===== src/rtl/seq_pkg.sv =====
package seq_pkg;

  typedef enum logic {
    SEQ_HOLD = 1'b0,
    SEQ_RUN  = 1'b1
  } seqState_t;

  // Strobes from control to datapath: which run counters are armed
  typedef struct packed {
    logic relArm;   // count good-supply samples toward release
    logic dipArm;   // count consecutive Vcc-low samples
    logic extArm;   // count consecutive pin-low samples
  } seqStrobes_t;

endpackage


===== src/rtl/run_length_counter.sv =====
module run_length_counter #(
  parameter int LIMIT = 4
) (
  input  logic clk,
  input  logic arstN,
  input  logic active,
  output logic hit
);

  localparam int CW = (LIMIT > 1) ? $clog2(LIMIT) : 1;
  localparam logic [CW-1:0] LAST = CW'(LIMIT - 1);

  logic [CW-1:0] cnt;

  // hit marks the edge that completes LIMIT consecutive active samples
  assign hit = active && (cnt == LAST);

  always_ff @(posedge clk or negedge arstN) begin
    if (!arstN) begin
      cnt <= '0;
    end else if (!active || hit) begin
      cnt <= '0;
    end else begin
      cnt <= cnt + 1'b1;
    end
  end

endmodule


===== src/rtl/seq_datapath.sv =====
module seq_datapath
  import seq_pkg::*;
#(
  parameter int RELEASE_CYCLES  = 20_000_000,
  parameter int DEGLITCH_CYCLES = 4_000,
  parameter int EXT_MIN_CYCLES  = 6_000
) (
  input  logic        clk,
  input  logic        arstN,
  input  seqStrobes_t strobes,
  input  logic        vccOk,
  input  logic        vsAboveHigh,
  input  logic        vsAboveLow,
  input  logic        pinSense,
  output logic        vsNowGood,
  output logic        relHit,
  output logic        dipHit,
  output logic        extHit
);

  logic vsGood;
  logic relActive;
  logic dipActive;
  logic extActive;

  // Vs hysteresis: set by the upper flag, held by the lower flag
  assign vsNowGood = vsAboveHigh | (vsGood & vsAboveLow);

  always_ff @(posedge clk or negedge arstN) begin
    if (!arstN) begin
      vsGood <= 1'b0;
    end else begin
      vsGood <= vsNowGood;
    end
  end

  assign relActive = strobes.relArm & vccOk & vsNowGood;
  assign dipActive = strobes.dipArm & ~vccOk;
  assign extActive = strobes.extArm & ~pinSense;

  run_length_counter #(.LIMIT(RELEASE_CYCLES)) u_relCnt (
    .clk(clk), .arstN(arstN), .active(relActive), .hit(relHit)
  );

  run_length_counter #(.LIMIT(DEGLITCH_CYCLES)) u_dipCnt (
    .clk(clk), .arstN(arstN), .active(dipActive), .hit(dipHit)
  );

  run_length_counter #(.LIMIT(EXT_MIN_CYCLES)) u_extCnt (
    .clk(clk), .arstN(arstN), .active(extActive), .hit(extHit)
  );

endmodule


===== src/rtl/seq_control.sv =====
module seq_control
  import seq_pkg::*;
(
  input  logic        clk,
  input  logic        arstN,
  input  logic        vsNowGood,
  input  logic        relHit,
  input  logic        dipHit,
  input  logic        extHit,
  output seqStrobes_t strobes,
  output logic        holdActive
);

  seqState_t state;
  seqState_t stateNext;

  always_comb begin
    stateNext = state;
    case (state)
      SEQ_HOLD: if (relHit) stateNext = SEQ_RUN;
      SEQ_RUN:  if (!vsNowGood || dipHit || extHit) stateNext = SEQ_HOLD;
      default:  stateNext = SEQ_HOLD;
    endcase
  end

  always_ff @(posedge clk or negedge arstN) begin
    if (!arstN) begin
      state <= SEQ_HOLD;
    end else begin
      state <= stateNext;
    end
  end

  always_comb begin
    strobes.relArm = (state == SEQ_HOLD);
    strobes.dipArm = (state == SEQ_RUN);
    strobes.extArm = (state == SEQ_RUN);
  end

  assign holdActive = (state == SEQ_HOLD);

endmodule


===== src/rtl/supply_reset_sequencer.sv =====
module supply_reset_sequencer
  import seq_pkg::*;
#(
  parameter int RELEASE_CYCLES  = 20_000_000,
  parameter int DEGLITCH_CYCLES = 4_000,
  parameter int EXT_MIN_CYCLES  = 6_000
) (
  input  logic clk,
  input  logic arstN,
  input  logic vccOk,
  input  logic vsAboveHigh,
  input  logic vsAboveLow,
  input  logic pinSense,
  output logic rstPinLowOut,
  output logic coreResetOut
);

  seqStrobes_t strobes;
  logic vsNowGood;
  logic relHit;
  logic dipHit;
  logic extHit;
  logic holdActive;

  seq_datapath #(
    .RELEASE_CYCLES (RELEASE_CYCLES),
    .DEGLITCH_CYCLES(DEGLITCH_CYCLES),
    .EXT_MIN_CYCLES (EXT_MIN_CYCLES)
  ) u_datapath (
    .clk(clk), .arstN(arstN), .strobes(strobes),
    .vccOk(vccOk), .vsAboveHigh(vsAboveHigh), .vsAboveLow(vsAboveLow),
    .pinSense(pinSense), .vsNowGood(vsNowGood),
    .relHit(relHit), .dipHit(dipHit), .extHit(extHit)
  );

  seq_control u_control (
    .clk(clk), .arstN(arstN), .vsNowGood(vsNowGood),
    .relHit(relHit), .dipHit(dipHit), .extHit(extHit),
    .strobes(strobes), .holdActive(holdActive)
  );

  assign rstPinLowOut = holdActive;
  assign coreResetOut = holdActive;

endmodule


===== config.mk =====
export PLATFORM = sky130hd
export DESIGN_NAME = supply_reset_sequencer
export DESIGN_NICKNAME = d
export VERILOG_FILES = /design/src/rtl/seq_pkg.sv /design/src/rtl/run_length_counter.sv /design/src/rtl/seq_datapath.sv /design/src/rtl/seq_control.sv /design/src/rtl/supply_reset_sequencer.sv
export SDC_FILE = /design/constraint.sdc
export NUM_CORES = 1
export LEC_CHECK = 0
export ABC_AREA = 0
export BUFFER_PORTS_ARGS = -buffer_cell sky130_fd_sc_hd__buf_2
export CAP_MARGIN = 20
export CORE_MARGIN = 2
export CORE_UTILIZATION = 35
export CTS_CLUSTER_DIAMETER = 120
export DETAILED_ROUTE_END_ITERATION = 10
export PLACE_DENSITY = 0.6
export SYNTH_ARGS = -nofsm -noshare
export SYNTH_HDL_FRONTEND = slang
export SYNTH_HIERARCHICAL = 1
export SYNTH_SLANG_ARGS = --single-unit

===== constraint.sdc =====
create_clock -name clk -period 2 [get_ports clk]
set_clock_uncertainty 0.05 [all_clocks]
set_input_delay 0.1 -clock clk [delete_from_list [all_inputs] [get_ports clk]]
set_output_delay 0.1 -clock clk [all_outputs]
set_load 0.01 [all_outputs]

==> flow_metrics.env <==
export IMPL_min_path_cells=2
export IMPL_criticalPathCategory="flop to flop"
export IMPL_r2r_start="u_datapath/u_extCnt/cnt[4]"
export IMPL_start_kind="flop"
export IMPL_slew_viol_final=0
export IMPL_max_cap_violations=0
export IMPL_cts_max_path_buffers=2
export IMPL_syn_cell_area_um2=2700
export IMPL_drc=0
export IMPL_synthArstFlopShare_pct=100
export IMPL_synth_most_common_cell="dfrtp_1"
export IMPL_fmax_mhz=519
export IMPL_ys_flop_type="dfrtp_1"
export IMPL_dp_cells=386
export IMPL_place_congestion=0.783
export IMPL_gr_total_overflow=0
export IMPL_final_instance_count_excl_fill=398
export IMPL_hpwlAfterDp_um=3570
export IMPL_min_period_over_period_pct=96.4
export IMPL_via_per_inst=5.03
export IMPL_power_leakage_nw=1.18
export IMPL_holdPathEnd="u_datapath/vsGood"
export IMPL_rows=32
export IMPL_reg2reg_depth=4
export IMPL_cp_arrival_ps=2050
export IMPL_io_buffers=7
export IMPL_cts_buffers=5
export IMPL_synth_fp_nets=283
export IMPL_num_vias=2003
export IMPL_cts_tree="yes"
export IMPL_drt_pass1_iterations=4
export IMPL_hold_ws_ps=7.93
export IMPL_core_um2=7610
export IMPL_ff2ff_setup_slack_ps=70
export IMPL_yosys_top_cells_area="dfrtp_1 48%, xnor2_1 5.8%, nor2_1 4.9%"
export IMPL_initialDrtViolationCount=79
export IMPL_yosysSeqAreaShare_pct=48.1
export IMPL_drive_gt1_share_pct=15.5
export IMPL_ys_types=41
export IMPL_io_pins=8
export IMPL_rsz0062_at_grt="true"
export IMPL_hold_path_class="input pin to flop"
export IMPL_multiInputGateArea_um2=1310
export IMPL_synth_top_area_share_pct=48.1
export IMPL_ant_nets=0
export IMPL_r2r_end="u_datapath/u_extCnt/cnt[10]"
export IMPL_area_sequential_um2=1300
export IMPL_power_density_nw_per_um2=567
export IMPL_yosys_area_top_type="dfrtp_1"
export IMPL_ir_drop_uv=339
export IMPL_clock_latency_ps=290
export IMPL_outcome="completed"
export IMPL_syn_avg_cell_area_um2=9.87
export IMPL_antenna_found_initial=0
export IMPL_initial_core_util_pct=35.5
export IMPL_postSynthCellCount=274
export IMPL_post_place_ws_ps=60.2
export IMPL_dieArea_um2=8440
export IMPL_grt_pass1_wl_um=8860
export IMPL_die_h_um=91.9
export IMPL_fin_ws_ps=72.0
export IMPL_nFillCells=761
export IMPL_worst_pin_slew_ps=613
export IMPL_setup_tns_ps=0
export IMPL_layout_min_cycle_time_ps=1930
export IMPL_synth_edf_count=0
export IMPL_ys_warn_count=6
export IMPL_root_buffer="clkbuf_8"
export IMPL_totalWireLength_um=5000
export IMPL_clock_sinks=52
export IMPL_setup_violations=0
export IMPL_ys_seq_elements=52
export IMPL_max_slew_margin_rel_pct=59.2
export IMPL_area_growth_synth_to_final_pct=12.9
export IMPL_worstPathRequired_ps=2120
export IMPL_htreeDepth=2
export IMPL_track_usage_pct=12.8
export IMPL_cp_max_fo=5
export IMPL_synthTopCellsByCount="52 x dfrtp_1, 35 x nor2_1, 18 x xnor2_1"
export IMPL_cts_reportedPaths_clkPinSlew_ps=90
export IMPL_worstHoldStart="vsAboveLow"
export IMPL_grt_max_degree=29
export IMPL_routedWlPerCell_um=12.6
export IMPL_nNetsFinal=304
export IMPL_final_hold_violation_count=0
export IMPL_antenna_cells=0
export IMPL_fp_dieW_um=91.9
export IMPL_worst_setup_path_end_kind="flop"
export IMPL_first_global_vias=1898
[kinds of logic after synthesis]
group,after synthesis,share of synthesized area [%]
buffers and inverters,24,4.26
adders and majority gates,3,1.39
AOI/OAI and AO/OA,38,9.53
and+or+nand+nor,130,28.0
DFF,52,48.1
xor gates and xnor gates,27,8.75
[metal layers]
metal  global-route usage (%)  part of all wire, %  vias to the layer above
met5                        0                    0                        -
met1                     18.1                   50                      977
met2                     19.8                   47                       12
met4                     3.61                  1.0                        0
met3                     2.79                  1.9                        4
li1                         -                    -                     1010
[per-stage QoR]
stage               area [um2]  power, W  utilization, %
floorplan                 2700   0.00110               -
global placement          2920   0.00114            38.3
detailed placement        2920   0.00114            38.3
CTS                       3030   0.00175            39.8
global route              3050   0.00181            40.1
finish                    3050   0.00173            40.1
[timing repair]
action	CTS	global route
hold endpoints to repair	27	0
setup endpoints to repair	0	23
setup buffers	0	2
hold buffers	2	0
resized for setup	0	3
[worst max path at each step]
stage / start / to / slack, ps / depth (start not counted)
2_1_floorplan: u_datapath/u_relCnt/cnt[0] / u_datapath/u_relCnt/cnt[24] / 30 / 6
6_report: u_datapath/u_extCnt/cnt[4] / u_datapath/u_extCnt/cnt[10] / 70 / 4
4_1_cts: u_datapath/u_relCnt/cnt[0] / u_datapath/u_relCnt/cnt[24] / 20 / 5
3_5_place_dp: u_datapath/u_relCnt/cnt[0] / u_datapath/u_relCnt/cnt[24] / 60 / 5
5_1_grt: u_datapath/u_relCnt/cnt[1] / u_datapath/u_relCnt/cnt[24] / -10 / 5
3_3_place_gp: u_datapath/u_relCnt/cnt[0] / u_datapath/u_relCnt/cnt[24] / 100 / 5
[state kept, by name, summed over array words and instances (netlist names)]
register                 cells
u_datapath/u_relCnt/cnt     25
u_datapath/u_extCnt/cnt     13
u_datapath/u_dipCnt/cnt     12
u_control/state              1
u_datapath/vsGood            1
[power breakdown]
part           internal [W]  switching, W
logic             0.0000216     0.0000394
registers           0.00105    0.00000377
clock network      0.000283      0.000326
total               0.00136      0.000369
[worst max-delay path, cell delays in order, from the launching register on]
cell	delay [ps]
dfrtp_1	440
or4b_4	580
o41ai_4	470
buf_4	220
a21oi_1	50
[final cells by class]
type / count / area share, %
clock buffer: 8 / 2.95
inverter: 13 / 1.60
multi-input combinational: 198 / 42.9
sequential: 52 / 42.6
tap: 102 / 4.18
timing repair buffer: 25 / 5.74
[placed cells by master, fill, tap and decap left out, types with 11 or more instances in the layout]
cell and instances:
nand3_1 15, xnor2_1 18, o21ai_0 11, nor2_1 35, or3_1 12, nand4_1 12, nand2_1 11, dfrtp_1 52
inv_1 13, a21oi_1 16, buf_4 16
No activity file was read; power rests on OpenSTA's default activity.
